<file path="config.mk">
export PLATFORM = sky130hd
export DESIGN_NAME = frame_irq_gen
export DESIGN_NICKNAME = d
export VERILOG_FILES = /design/src/rtl/frame_irq_pkg.sv /design/src/rtl/frame_irq_ctrl.sv /design/src/rtl/frame_irq_latch.sv /design/src/rtl/frame_irq_gen.sv
export SDC_FILE = /design/constraint.sdc
export NUM_CORES = 1
export LEC_CHECK = 0
export ABC_AREA = 1
export ABC_CLOCK_PERIOD_IN_PS = 1200
export BUFFER_PORTS_ARGS = -buffer_cell sky130_fd_sc_hd__buf_4
export CAP_MARGIN = 20
export CORE_AREA = 5 5 42 44
export DETAILED_ROUTE_END_ITERATION = 16
export DIE_AREA = 0 0 47 49
export SLEW_MARGIN = 30
export SYNTH_ARGS = -nofsm -noshare
export SYNTH_HDL_FRONTEND = slang
export SYNTH_SLANG_ARGS = --single-unit
</file>
<file path="constraint.sdc">
create_clock -name clk -period 1.2 [get_ports clk]
set_clock_uncertainty 0.15 [all_clocks]
set_input_delay 0.06 -clock clk [delete_from_list [all_inputs] [get_ports clk]]
set_output_delay 0.06 -clock clk [all_outputs]
set_load 0.01 [all_outputs]
</file>
<file path="src/rtl/frame_irq_pkg.sv">
package frame_irq_pkg;

  // Strobes from the control section to the request latch.
  typedef struct packed {
    logic setReq;   // delayed vsync has just fallen
    logic clrReq;   // CPU acknowledge cycle seen
  } irqCtl_t;

endpackage

</file>
<file path="src/rtl/frame_irq_ctrl.sv">
module frame_irq_ctrl
  import frame_irq_pkg::*;
(
  input  logic    clk,
  input  logic    rstN,
  input  logic    hRst,
  input  logic    vSyncEnN,
  input  logic    m1N,
  input  logic    iorqN,
  output irqCtl_t ctl
);

  // First stage: vsync sampled only on horizontal reset strobes.
  logic dlyVs;
  // Registered copy of the first stage, for edge detection.
  logic dlyVsQ;

  always_ff @(posedge clk) begin
    if (!rstN) begin
      dlyVs  <= 1'b1;
      dlyVsQ <= 1'b1;
    end else begin
      if (hRst) dlyVs <= vSyncEnN;
      dlyVsQ <= dlyVs;
    end
  end

  always_comb begin
    ctl.setReq = dlyVsQ & ~dlyVs;
    ctl.clrReq = ~m1N & ~iorqN;
  end


  dly_hold_chk: assert property (@(posedge clk) disable iff (!rstN)
    !hRst |=> $stable(dlyVs));


  set_src_chk: assert property (@(posedge clk) disable iff (!rstN)
    ctl.setReq |-> ($past(hRst) && !$past(vSyncEnN)));


  set_single_chk: assert property (@(posedge clk) disable iff (!rstN)
    ctl.setReq |=> !ctl.setReq);

endmodule

</file>
<file path="src/rtl/frame_irq_latch.sv">
module frame_irq_latch
  import frame_irq_pkg::*;
(
  input  logic    clk,
  input  logic    rstN,
  input  irqCtl_t ctl,
  output logic    irqN
);

  // Second stage: the pending request.
  logic pend;

  always_ff @(posedge clk) begin
    if (!rstN)           pend <= 1'b0;
    else if (ctl.setReq) pend <= 1'b1;
    else if (ctl.clrReq) pend <= 1'b0;
  end

  assign irqN = ~pend;


  set_wins_chk: assert property (@(posedge clk) disable iff (!rstN)
    ctl.setReq |=> !irqN);


  ack_clear_chk: assert property (@(posedge clk) disable iff (!rstN)
    (ctl.clrReq && !ctl.setReq) |=> irqN);


  hold_low_chk: assert property (@(posedge clk) disable iff (!rstN)
    (!irqN && !ctl.clrReq) |=> !irqN);


  no_spurious_chk: assert property (@(posedge clk) disable iff (!rstN)
    (irqN && !ctl.setReq) |=> irqN);

endmodule

</file>
<file path="src/rtl/frame_irq_gen.sv">
module frame_irq_gen
  import frame_irq_pkg::*;
(
  input  logic clk,
  input  logic rstN,
  input  logic hRst,
  input  logic vSyncEnN,
  input  logic m1N,
  input  logic iorqN,
  output logic irqN
);

  irqCtl_t ctl;

  frame_irq_ctrl u_ctrl (
    .clk      (clk),
    .rstN     (rstN),
    .hRst     (hRst),
    .vSyncEnN (vSyncEnN),
    .m1N      (m1N),
    .iorqN    (iorqN),
    .ctl      (ctl)
  );

  frame_irq_latch u_latch (
    .clk  (clk),
    .rstN (rstN),
    .ctl  (ctl),
    .irqN (irqN)
  );


  reset_idle_chk: assert property (@(posedge clk) !rstN |=> irqN);

endmodule

</file>
==> results of run 1 <==
## Yosys cell counts
cell type | instances | area (um^2)
dfxtp_1 | 3 | 60.1
inv_1 | 6 | 22.5
nand2_1 | 6 | 22.5
nand2_4 | 1 | 11.3
nand3_1 | 2 | 10.0
## repair_timing
item	CTS	global route
setup endpoints to repair	0	0
hold endpoints to repair	3	0
hold buffers	5	0
resized for setup	0	0
## flip-flops by register name, summed over array words and instances, names as in the netlist
name and count:
u_ctrl.dlyVs 1, u_ctrl.dlyVsQ 1, u_latch.pend 1
## worst paths after layout
kind,endpoint,slack (ns),cells after the start
max,u_latch.pend$_SDFFE_PN0P_,0.22,6
min,u_ctrl.dlyVsQ$_SDFF_PN1_,0.30,2
max reg2reg,u_latch.pend$_SDFFE_PN0P_,0.47,4
min reg2reg,u_ctrl.dlyVsQ$_SDFF_PN1_,0.30,2
## routing by layer
layer | GRT usage (%) | wire [um] | part of all wire (%)
met4 | 1.38 | 0 | 0
met2 | 3.85 | 106 | 35
met1 | 2.63 | 140 | 47
met3 | 5.90 | 55 | 18
met5 | 0 | 0 | 0
## power groups by stage
| stage | clock, mW | sequential, mW | combinational (mW) |
|---|---|---|---|
| after global placement | 0 | 0.111 | 0.0335 |
| after global routing | 0.192 | 0.111 | 0.0523 |
| after floorplan | 0 | 0.111 | 0.0151 |
| final | 0.173 | 0.110 | 0.0472 |
| after CTS | 0.181 | 0.110 | 0.0474 |
| after detailed placement | 0 | 0.111 | 0.0344 |
## per-stage QoR
step           setup WS (ns)  utilization [%]  hold WS [ns]  instance area (um^2)  cells
2_1_floorplan          0.495                -       -0.0212                   126     18
3_3_place_gp           0.480             13.7         0.106                   191     40
3_5_place_dp           0.478             13.7         0.113                   191     40
4_1_cts                0.227             19.1         0.297                   268     49
5_1_grt                0.200             19.1         0.334                   268     49
6_report               0.223             19.1         0.297                   268     49
## critical path, cell delays in order
cell and delay [ns]:
dlygate4sd3_1 0.54, buf_4 0.13, inv_1 0.08, nand2_4 0.05, nand2_1 0.05, nand2_1 0.04
## kinds of logic (layout without fill, tap and decap cells)
family / Yosys count / in the layout / share of synthesized area [%]
AND/OR/NAND/NOR: 9 / 9 / 34.7
flip-flops: 3 / 3 / 47.5
buffers and inverters: 6 / 21 / 17.8
## area by class of cell
type	instances	area, um^2	share of cell area, %
Sequential cell	3	60.1	22.4
Clock buffer	4	26.3	9.81
Timing Repair Buffer	11	95.1	35.5
Tap cell	16	20.0	7.48
Multi-Input combinational cell	9	43.8	16.4
Inverter	6	22.5	8.41
==> impl_metrics.env, run 1 <==
export IMPL_cts_buffer_depth=2
export IMPL_layout_nets=40
export IMPL_avgSynthCellArea_um2=7.02
export IMPL_peakVddDrop_mv=0.622
export IMPL_synthToLayoutAreaGrowth_pct=112
export IMPL_die_w_um=47
export IMPL_ys_seq_area_share_pct=47.5
export IMPL_n_fill_cell=163
export IMPL_period_share_pct=81.4
export IMPL_ys_seq_elements=3
export IMPL_cts_setup_buffers=0
export IMPL_setup_tns_final_ns=0
export IMPL_via_per_inst=2.78
export IMPL_cp_startpoint="m1N"
export IMPL_cp_arrival_ns=0.95
export IMPL_path_clk_slew_ns=0.04
export IMPL_initial_core_util_pct=9.02
export IMPL_p_seq_share_pct=33.3
export IMPL_hp_start="u_ctrl.dlyVs$_SDFFE_PN1P_"
export IMPL_path_class="input port to flip-flop"
export IMPL_max_slew_margin_pct=94.1
export IMPL_synthCells=18
export IMPL_drive_gt1_share_pct=30.3
export IMPL_hpwl_um=183
export IMPL_fmax_mhz=1020
export IMPL_drv_cap=0
export IMPL_antenna_found_initial=0
export IMPL_finalPower_uw=330
export IMPL_worstPathMaxFanout=1
export IMPL_yosys_warnings=0
export IMPL_io_pins=7
export IMPL_drtAntennaViolNets=0
export IMPL_insertion_delay_ns=0.23
export IMPL_portBuffers=6
export IMPL_required_ns=1.17
export IMPL_core_area_um2=1400
export IMPL_status="completed"
export IMPL_post_drt_wl_per_cell_um=6.14
export IMPL_diodes=0
export IMPL_period_minus_slack_ns=0.977
export IMPL_die_y_um=49
export IMPL_setup_violations_final=0
export IMPL_drv_slew=0
export IMPL_cts_buffers=3
export IMPL_drc=0
export IMPL_pwr_share_clk_pct=52.4
export IMPL_dieArea_um2=2300
export IMPL_syn_nets=24
export IMPL_p_int_uw=261
export IMPL_hold_class="flip-flop to flip-flop"
export IMPL_grt_pass1_vias=148
export IMPL_rsz0062_at_grt="false"
export IMPL_crit_path_start_kind="input port"
export IMPL_swShare_pct=20.7
export IMPL_layout_common_cells="inv_1, nand2_1, buf_4, dlygate4sd3_1"
export IMPL_drt_initial_drc_count=2
export IMPL_gp_congestion=0.583
export IMPL_htree_levels=1
export IMPL_p_leak_nw=0.149
export IMPL_drt_wl_total_um=301
export IMPL_ys_types=5
export IMPL_switchingPower_uw=68.1
export IMPL_drt_pass1_iterations=4
export IMPL_grt_first_pass_wirelength_um=483
export IMPL_rows=14
export IMPL_grt_overflow_total=0
export IMPL_syn_cell_area_um2=126
export IMPL_p_per_area_nw_per_um2=1230
export IMPL_r2r_start="u_latch.pend$_SDFFE_PN0P_"
export IMPL_cts_sinks=3
export IMPL_cts_root_buf="clkbuf_4"
export IMPL_grtUsageTotal_pct=3.38
export IMPL_vias=136
export IMPL_tightest_slew_ns=0.0887
export IMPL_end_kind="flip-flop"
export IMPL_hold_viol=0
export IMPL_tritoncts="done"
export IMPL_grt_max_degree=5
export IMPL_comb_power_share_pct=14.3
No activity file was read; power rests on OpenSTA's default activity.
==> run 2: changes to the inputs <==
--- a/config.mk
+++ b/config.mk
@@ -5,8 +5,8 @@
 export SDC_FILE = /design/constraint.sdc
 export NUM_CORES = 1
 export LEC_CHECK = 0
-export ABC_AREA = 1
-export ABC_CLOCK_PERIOD_IN_PS = 1200
+export ABC_AREA = 0
+export ABC_CLOCK_PERIOD_IN_PS = 1000
 export BUFFER_PORTS_ARGS = -buffer_cell sky130_fd_sc_hd__buf_4
 export CAP_MARGIN = 20
 export CORE_AREA = 5 5 42 44
==> constraint.sdc (replaced) <==
create_clock -name clk -period 1 [get_ports clk]
set_clock_uncertainty 0.15 [all_clocks]
set_input_delay 0.05 -clock clk [delete_from_list [all_inputs] [get_ports clk]]
set_output_delay 0.05 -clock clk [all_outputs]
set_load 0.01 [all_outputs]
==> run 2 against run 1 <==
- the run now ends with negative hold slack left
- synthesized cell count decreased by 44%
- non-clock buffer count is 2 lower
- count of clock-buffer cells in the layout unchanged
- core utilization fell by 2.6 points
- worst hold slack got worse by 0.37 ns
- first-iteration DRC count shrank 100%
- sequential power rose by 18%
- worst setup slack got worse by 0.17 ns
- final area is 14% lower
==> impl_metrics.env, run 2 <==
export IMPL_cp_slowest_cell="dlygate4sd3_1"
export IMPL_drtAntennaViolNets=0
export IMPL_initial_core_util_pct=7.68
export IMPL_synth_top_cell_area_share_pct=55.8
export IMPL_cts_root_buf="clkbuf_4"
export IMPL_grt_max_degree=4
export IMPL_crit_path_start_kind="input port"
export IMPL_antenna_found_initial=0
export IMPL_postLayoutCoreUtil_pct=16.5
export IMPL_layout_common_cells="buf_4, dlygate4sd3_1, clkbuf_4, dfxtp_1, inv_1"
export IMPL_hold_viol=1
export IMPL_ys_top_cells_by_count="dfxtp_1, inv_1"
export IMPL_drv_cap=0
export IMPL_tritoncts="done"
export IMPL_gp_congestion=0.592
export IMPL_peakVddDrop_mv=0.627
export IMPL_period_share_pct=94.3
export IMPL_grt_pass1_vias=148
export IMPL_diodes=0
export IMPL_period_minus_slack_ns=0.943
export IMPL_drc=0
export IMPL_io_pins=7
export IMPL_hold_class="input port to flip-flop"
export IMPL_avgSynthCellArea_um2=10.8
export IMPL_cts_buffers=3
export IMPL_final_common_cell="buf_4"
export IMPL_dieArea_um2=2300
export IMPL_required_ns=0.97
export IMPL_htree_levels=1
export IMPL_tightest_slew_ns=0.116
export IMPL_p_per_area_nw_per_um2=1660
export IMPL_busiest_layer="met3"
export IMPL_drv_slew=0
export IMPL_cts_buffer_depth=2
export IMPL_drive_gt1_share_pct=39.1
export IMPL_path_cells="dlygate4sd3_1 -> buf_4 -> mux2i_1 -> nand2_1"
export IMPL_ys_types=7
export IMPL_syn_nets=16
export IMPL_max_slew_margin_pct=92.1
export IMPL_drt_wl_total_um=318
export IMPL_synthMostInstantiatedCell="dfxtp_1"
export IMPL_status="complete, but fails checks"
export IMPL_grt_overflow_total=0
export IMPL_post_drt_wl_per_cell_um=8.15
export IMPL_rrSetupSlack_ns=0.23
export IMPL_worstPathMaxFanout=1
export IMPL_insertion_delay_ns=0.23
export IMPL_path_class="input port to flip-flop"
export IMPL_synth_largest_area_cell="dfxtp_1"
export IMPL_rows=14
export IMPL_setup_violations_final=0
export IMPL_async_flop_share_pct=0
export IMPL_cts_sinks=3
export IMPL_cp_top_family="buffers and inverters"
export IMPL_cp_arrival_ns=0.91
export IMPL_yosys_most_used_dff="dfxtp_1"
export IMPL_die_y_um=49
export IMPL_grt_util_met3_pct=5.90
export IMPL_postCtsHoldBufs=4
export IMPL_drt_pass1_iterations=1
export IMPL_synth_edf_count=0
export IMPL_synthToLayoutAreaGrowth_pct=115
export IMPL_die_w_um=47
export IMPL_rsz0062_at_grt="false"
export IMPL_critPathBufInv=2
export IMPL_grt_first_pass_wirelength_um=600
export IMPL_portBuffers=6
export IMPL_yosys_warnings=0
export IMPL_grtUsageTotal_pct=4.22
export IMPL_path_clk_slew_ns=0.04
export IMPL_slowest_delay_ns=0.54
export IMPL_largestRegisters="u_ctrl.dlyVs x1, u_ctrl.dlyVsQ x1, u_latch.pend x1"
export IMPL_setup_tns_final_ns=0
export IMPL_p_leak_nw=0.112
export IMPL_fmax_mhz=1060
export IMPL_layout_nets=30
export IMPL_cts_resized=0
export IMPL_end_kind="flip-flop"
export IMPL_violations="negative hold slack"
export IMPL_syn_cell_area_um2=108
export IMPL_use_met1_pct=4.17
export IMPL_met2_usage_pct=4.30
export IMPL_via_per_inst=3.00
export IMPL_vias=117
export IMPL_core_area_um2=1400
export IMPL_ys_seq_elements=3
export IMPL_synthCells=10
export IMPL_whs_ns=-0.0760
export IMPL_drt_initial_drc_count=0
export IMPL_synthTopCellsByArea="dfxtp_1, nand2b_4, mux2i_1"
export IMPL_cts_setup_buffers=0
export IMPL_ys_seq_area_share_pct=55.8
## run 2: cell count changes after synthesis
cell,change
nand2_1,-5
inv_1,-4
nand3_1,-2
mux2i_1,+1
nand2_4,-1
nand2b_4,+1
o211ai_1,+1
o21ai_1,+1
## run 2: stage by stage
stage / instances / total power [mW] / worst slack, ns / area [um^2]
detailed placement: 32 / 0.167 / 0.235 / 173
floorplan: 10 / 0.143 / 0.273 / 108
global route: 39 / 0.425 / 0.0209 / 231
CTS: 40 / 0.395 / 0.0133 / 239
finish: 39 / 0.385 / 0.0573 / 231
global placement: 32 / 0.165 / 0.254 / 173
## run 2: final cells by class
cell class	count	area [um^2]
flip-flops and latches	3	60.1
repair buffers	9	77.6
inverters	2	7.51
clock buffers	4	26.3
multi-input cells	5	40.0
fillers	166	1170
well taps	16	20.0
## run 2: kinds of logic after synthesis
group	count (synthesis)	share of synthesized area, %
multiplexers	1	9.30
AND/OR/NAND/NOR	2	16.3
flip-flops	3	55.8
buffers and inverters	2	6.98
AO/OA/AOI/OAI	2	11.6
## run 2: worst register-to-register path: stages, from the launching register on
cell	delay (ns)
dfxtp_1	0.33
nand2b_4	0.13
o21ai_1	0.05
## run 2: final timing paths
kind | from | to | cells after the start
worst min-delay path | iorqN | u_latch.pend$_SDFFE_PN0P_ | 3
worst min register to register | u_ctrl.dlyVsQ$_SDFF_PN1_ | u_latch.pend$_SDFFE_PN0P_ | 2
worst max register to register | u_ctrl.dlyVs$_SDFFE_PN1P_ | u_latch.pend$_SDFFE_PN0P_ | 2
worst max-delay path | hRst | u_ctrl.dlyVs$_SDFFE_PN1P_ | 4
## run 2: routing by layer
layer,wire length (um),part of all wire (%)
met5,0,0
met2,126,40
met1,130,41
met4,0,0
met3,61,19
## run 2: where the power goes
| group | switching (mW) | internal (mW) | total [mW] |
|---|---|---|---|
| Clock | 0.0614 | 0.149 | 0.211 |
| Combinational | 0.0139 | 0.0305 | 0.0443 |
| Sequential | 0.00300 | 0.127 | 0.130 |
==> run 3: changes to the inputs <==
--- a/config.mk
+++ b/config.mk
@@ -5,7 +5,7 @@
 export SDC_FILE = /design/constraint.sdc
 export NUM_CORES = 1
 export LEC_CHECK = 0
-export ABC_AREA = 0
+export ABC_AREA = 1
 export ABC_CLOCK_PERIOD_IN_PS = 1000
 export BUFFER_PORTS_ARGS = -buffer_cell sky130_fd_sc_hd__buf_4
 export CAP_MARGIN = 20
==> run 3 against run 2 <==
- the run now ends clean
- combinational power grew 29%
- sequential share of layout area decreased by 3.5 points
- maximum frequency grew 0.53%
- critical path type unchanged
- largest power group unchanged
==> impl_metrics.env, run 3 (synthesized netlist as in run 1, its figures left out) <==
export IMPL_cts_setup_buffers=0
export IMPL_peakVddDrop_mv=0.595
export IMPL_grt_pass1_vias=169
export IMPL_slowest_delay_ns=0.54
export IMPL_worstPathMaxFanout=1
export IMPL_status="completed"
export IMPL_gp_congestion=0.564
export IMPL_max_slew_margin_pct=94.5
export IMPL_preCtsSetupSlack_ns=0.262
export IMPL_cp_slowest_cell="dlygate4sd3_1"
export IMPL_drtAntennaViolNets=0
export IMPL_drv_slew=0
export IMPL_largestRegisters="u_ctrl.dlyVs x1, u_ctrl.dlyVsQ x1, u_latch.pend x1"
export IMPL_drc=0
export IMPL_dr_wl_met3_um=54
export IMPL_top_layer="met3"
export IMPL_hold_depth=2
export IMPL_fmax_mhz=1070
export IMPL_tritoncts="done"
export IMPL_hp_start="u_ctrl.dlyVs$_SDFFE_PN1P_"
export IMPL_p_per_area_nw_per_um2=1510
export IMPL_grt_first_pass_wirelength_um=579
export IMPL_seq_area_um2=60.1
export IMPL_rows=14
export IMPL_wl_met1_um=125
export IMPL_drt_wl_total_um=317
export IMPL_cp_top_family="buffers and inverters"
export IMPL_n_fill_cell=164
export IMPL_placedCellCount=40
export IMPL_rsz0062_at_grt="false"
export IMPL_setup_violations_final=0
export IMPL_vias=146
export IMPL_grt_overflow_total=0
export IMPL_cp_startpoint="iorqN"
export IMPL_r2r_start="u_ctrl.dlyVs$_SDFFE_PN1P_"
export IMPL_layout_nets=40
export IMPL_antenna_found_initial=0
export IMPL_tightest_slew_ns=0.0829
export IMPL_diodes=0
export IMPL_setup_tns_final_ns=0
export IMPL_hold_class="flip-flop to flip-flop"
export IMPL_path_depth=6
export IMPL_cts_sinks=3
export IMPL_worst_path_most_repeated_cell="nand2_1"
export IMPL_cts_root_buf="clkbuf_4"
export IMPL_insertion_delay_ns=0.23
export IMPL_p_leak_nw=0.148
export IMPL_die_w_um=47
export IMPL_period_minus_slack_ns=0.938
export IMPL_end_kind="flip-flop"
export IMPL_drv_cap=0
export IMPL_die_y_um=49
export IMPL_layout_common_cells="nand2_1, buf_4, inv_1, dlygate4sd3_1"
export IMPL_synthToLayoutAreaGrowth_pct=112
export IMPL_drive_gt1_share_pct=33.3
export IMPL_period_share_pct=93.8
export IMPL_cts_buffers=3
export IMPL_crit_path_start_kind="input port"
export IMPL_path_clk_slew_ns=0.04
export IMPL_cp_arrival_ns=0.92
export IMPL_drt_initial_drc_count=1
export IMPL_grtUsageTotal_pct=3.94
export IMPL_whs_ns=0.298
export IMPL_multi_input_area_um2=43.8
export IMPL_path_class="input port to flip-flop"
export IMPL_io_pins=7
export IMPL_dieArea_um2=2300
export IMPL_postLayoutCoreUtil_pct=19.1
export IMPL_drt_pass1_iterations=2
export IMPL_grt_max_degree=5
export IMPL_post_drt_wl_per_cell_um=6.47
export IMPL_finalWorstSetupSlack_ns=0.0623
export IMPL_instances_no_fill=49
export IMPL_cts_buffer_depth=2
export IMPL_hold_viol=0
export IMPL_critPathBufInv=3
export IMPL_htree_levels=1
export IMPL_path_cells="dlygate4sd3_1 -> buf_4 -> inv_1 -> nand2_4 -> nand2_1 -> nand2_1"
export IMPL_rr_worst_depth=3
export IMPL_via_per_inst=2.98
export IMPL_core_area_um2=1400
export IMPL_required_ns=0.98
export IMPL_initial_core_util_pct=9.02
export IMPL_portBuffers=6
export IMPL_dr_wl_met2_um=136
run 3: cell types whose count changed in the layout (fill, tap and decap cells not counted), sizes merged:
cell         change
inv              +4
nand2            +6
mux2i            -1
nand2b           -1
dlygate4sd3      +1
o21ai            -1
nand3            +2
buf              +1
o211ai           -1
run 3: area by class of cell:
type	instances	area share, %
clock buffers	4	9.81
inverters	6	8.41
multi-input cells	9	16.4
flip-flops and latches	3	22.4
well taps	16	7.48
repair buffers	11	35.5
run 3: repair_timing:
| action | in CTS | in global routing |
|---|---|---|
| gates resized for setup | 0 | 1 |
| hold endpoints to repair | 3 | 0 |
| setup endpoints to repair | 0 | 1 |
| hold buffers | 5 | 0 |
run 3: path summary, 6_finish.rpt:
check | endpoint | slack [ns]
worst max-delay path | u_latch.pend$_SDFFE_PN0P_ | 0.06
worst min-delay path | u_ctrl.dlyVsQ$_SDFF_PN1_ | 0.30
worst max register to register | u_latch.pend$_SDFFE_PN0P_ | 0.27
worst min register to register | u_ctrl.dlyVsQ$_SDFF_PN1_ | 0.30
run 3: worst register-to-register path, stage by stage (launching register included):
cell	delay [ns]
dfxtp_1	0.32
inv_1	0.05
nand3_1	0.06
nand2_1	0.05
run 3: report_power, final:
group | internal, mW | switching (mW)
combinational | 0.0363 | 0.0208
sequential | 0.128 | 0.00338
clock | 0.150 | 0.0647
run 3: routing by layer:
| layer | track usage, % | vias up |
|---|---|---|
| met5 | 0 | - |
| li1 | - | 81 |
| met4 | 4.15 | 0 |
| met2 | 5.43 | 7 |
| met1 | 2.86 | 58 |
| met3 | 3.69 | 0 |
run 3: stage by stage:
stage               area (um^2)  power, mW
finish                      268      0.403
global route                268      0.432
CTS                         268      0.416
detailed placement          191      0.175
global placement            191      0.174
floorplan                   126      0.151
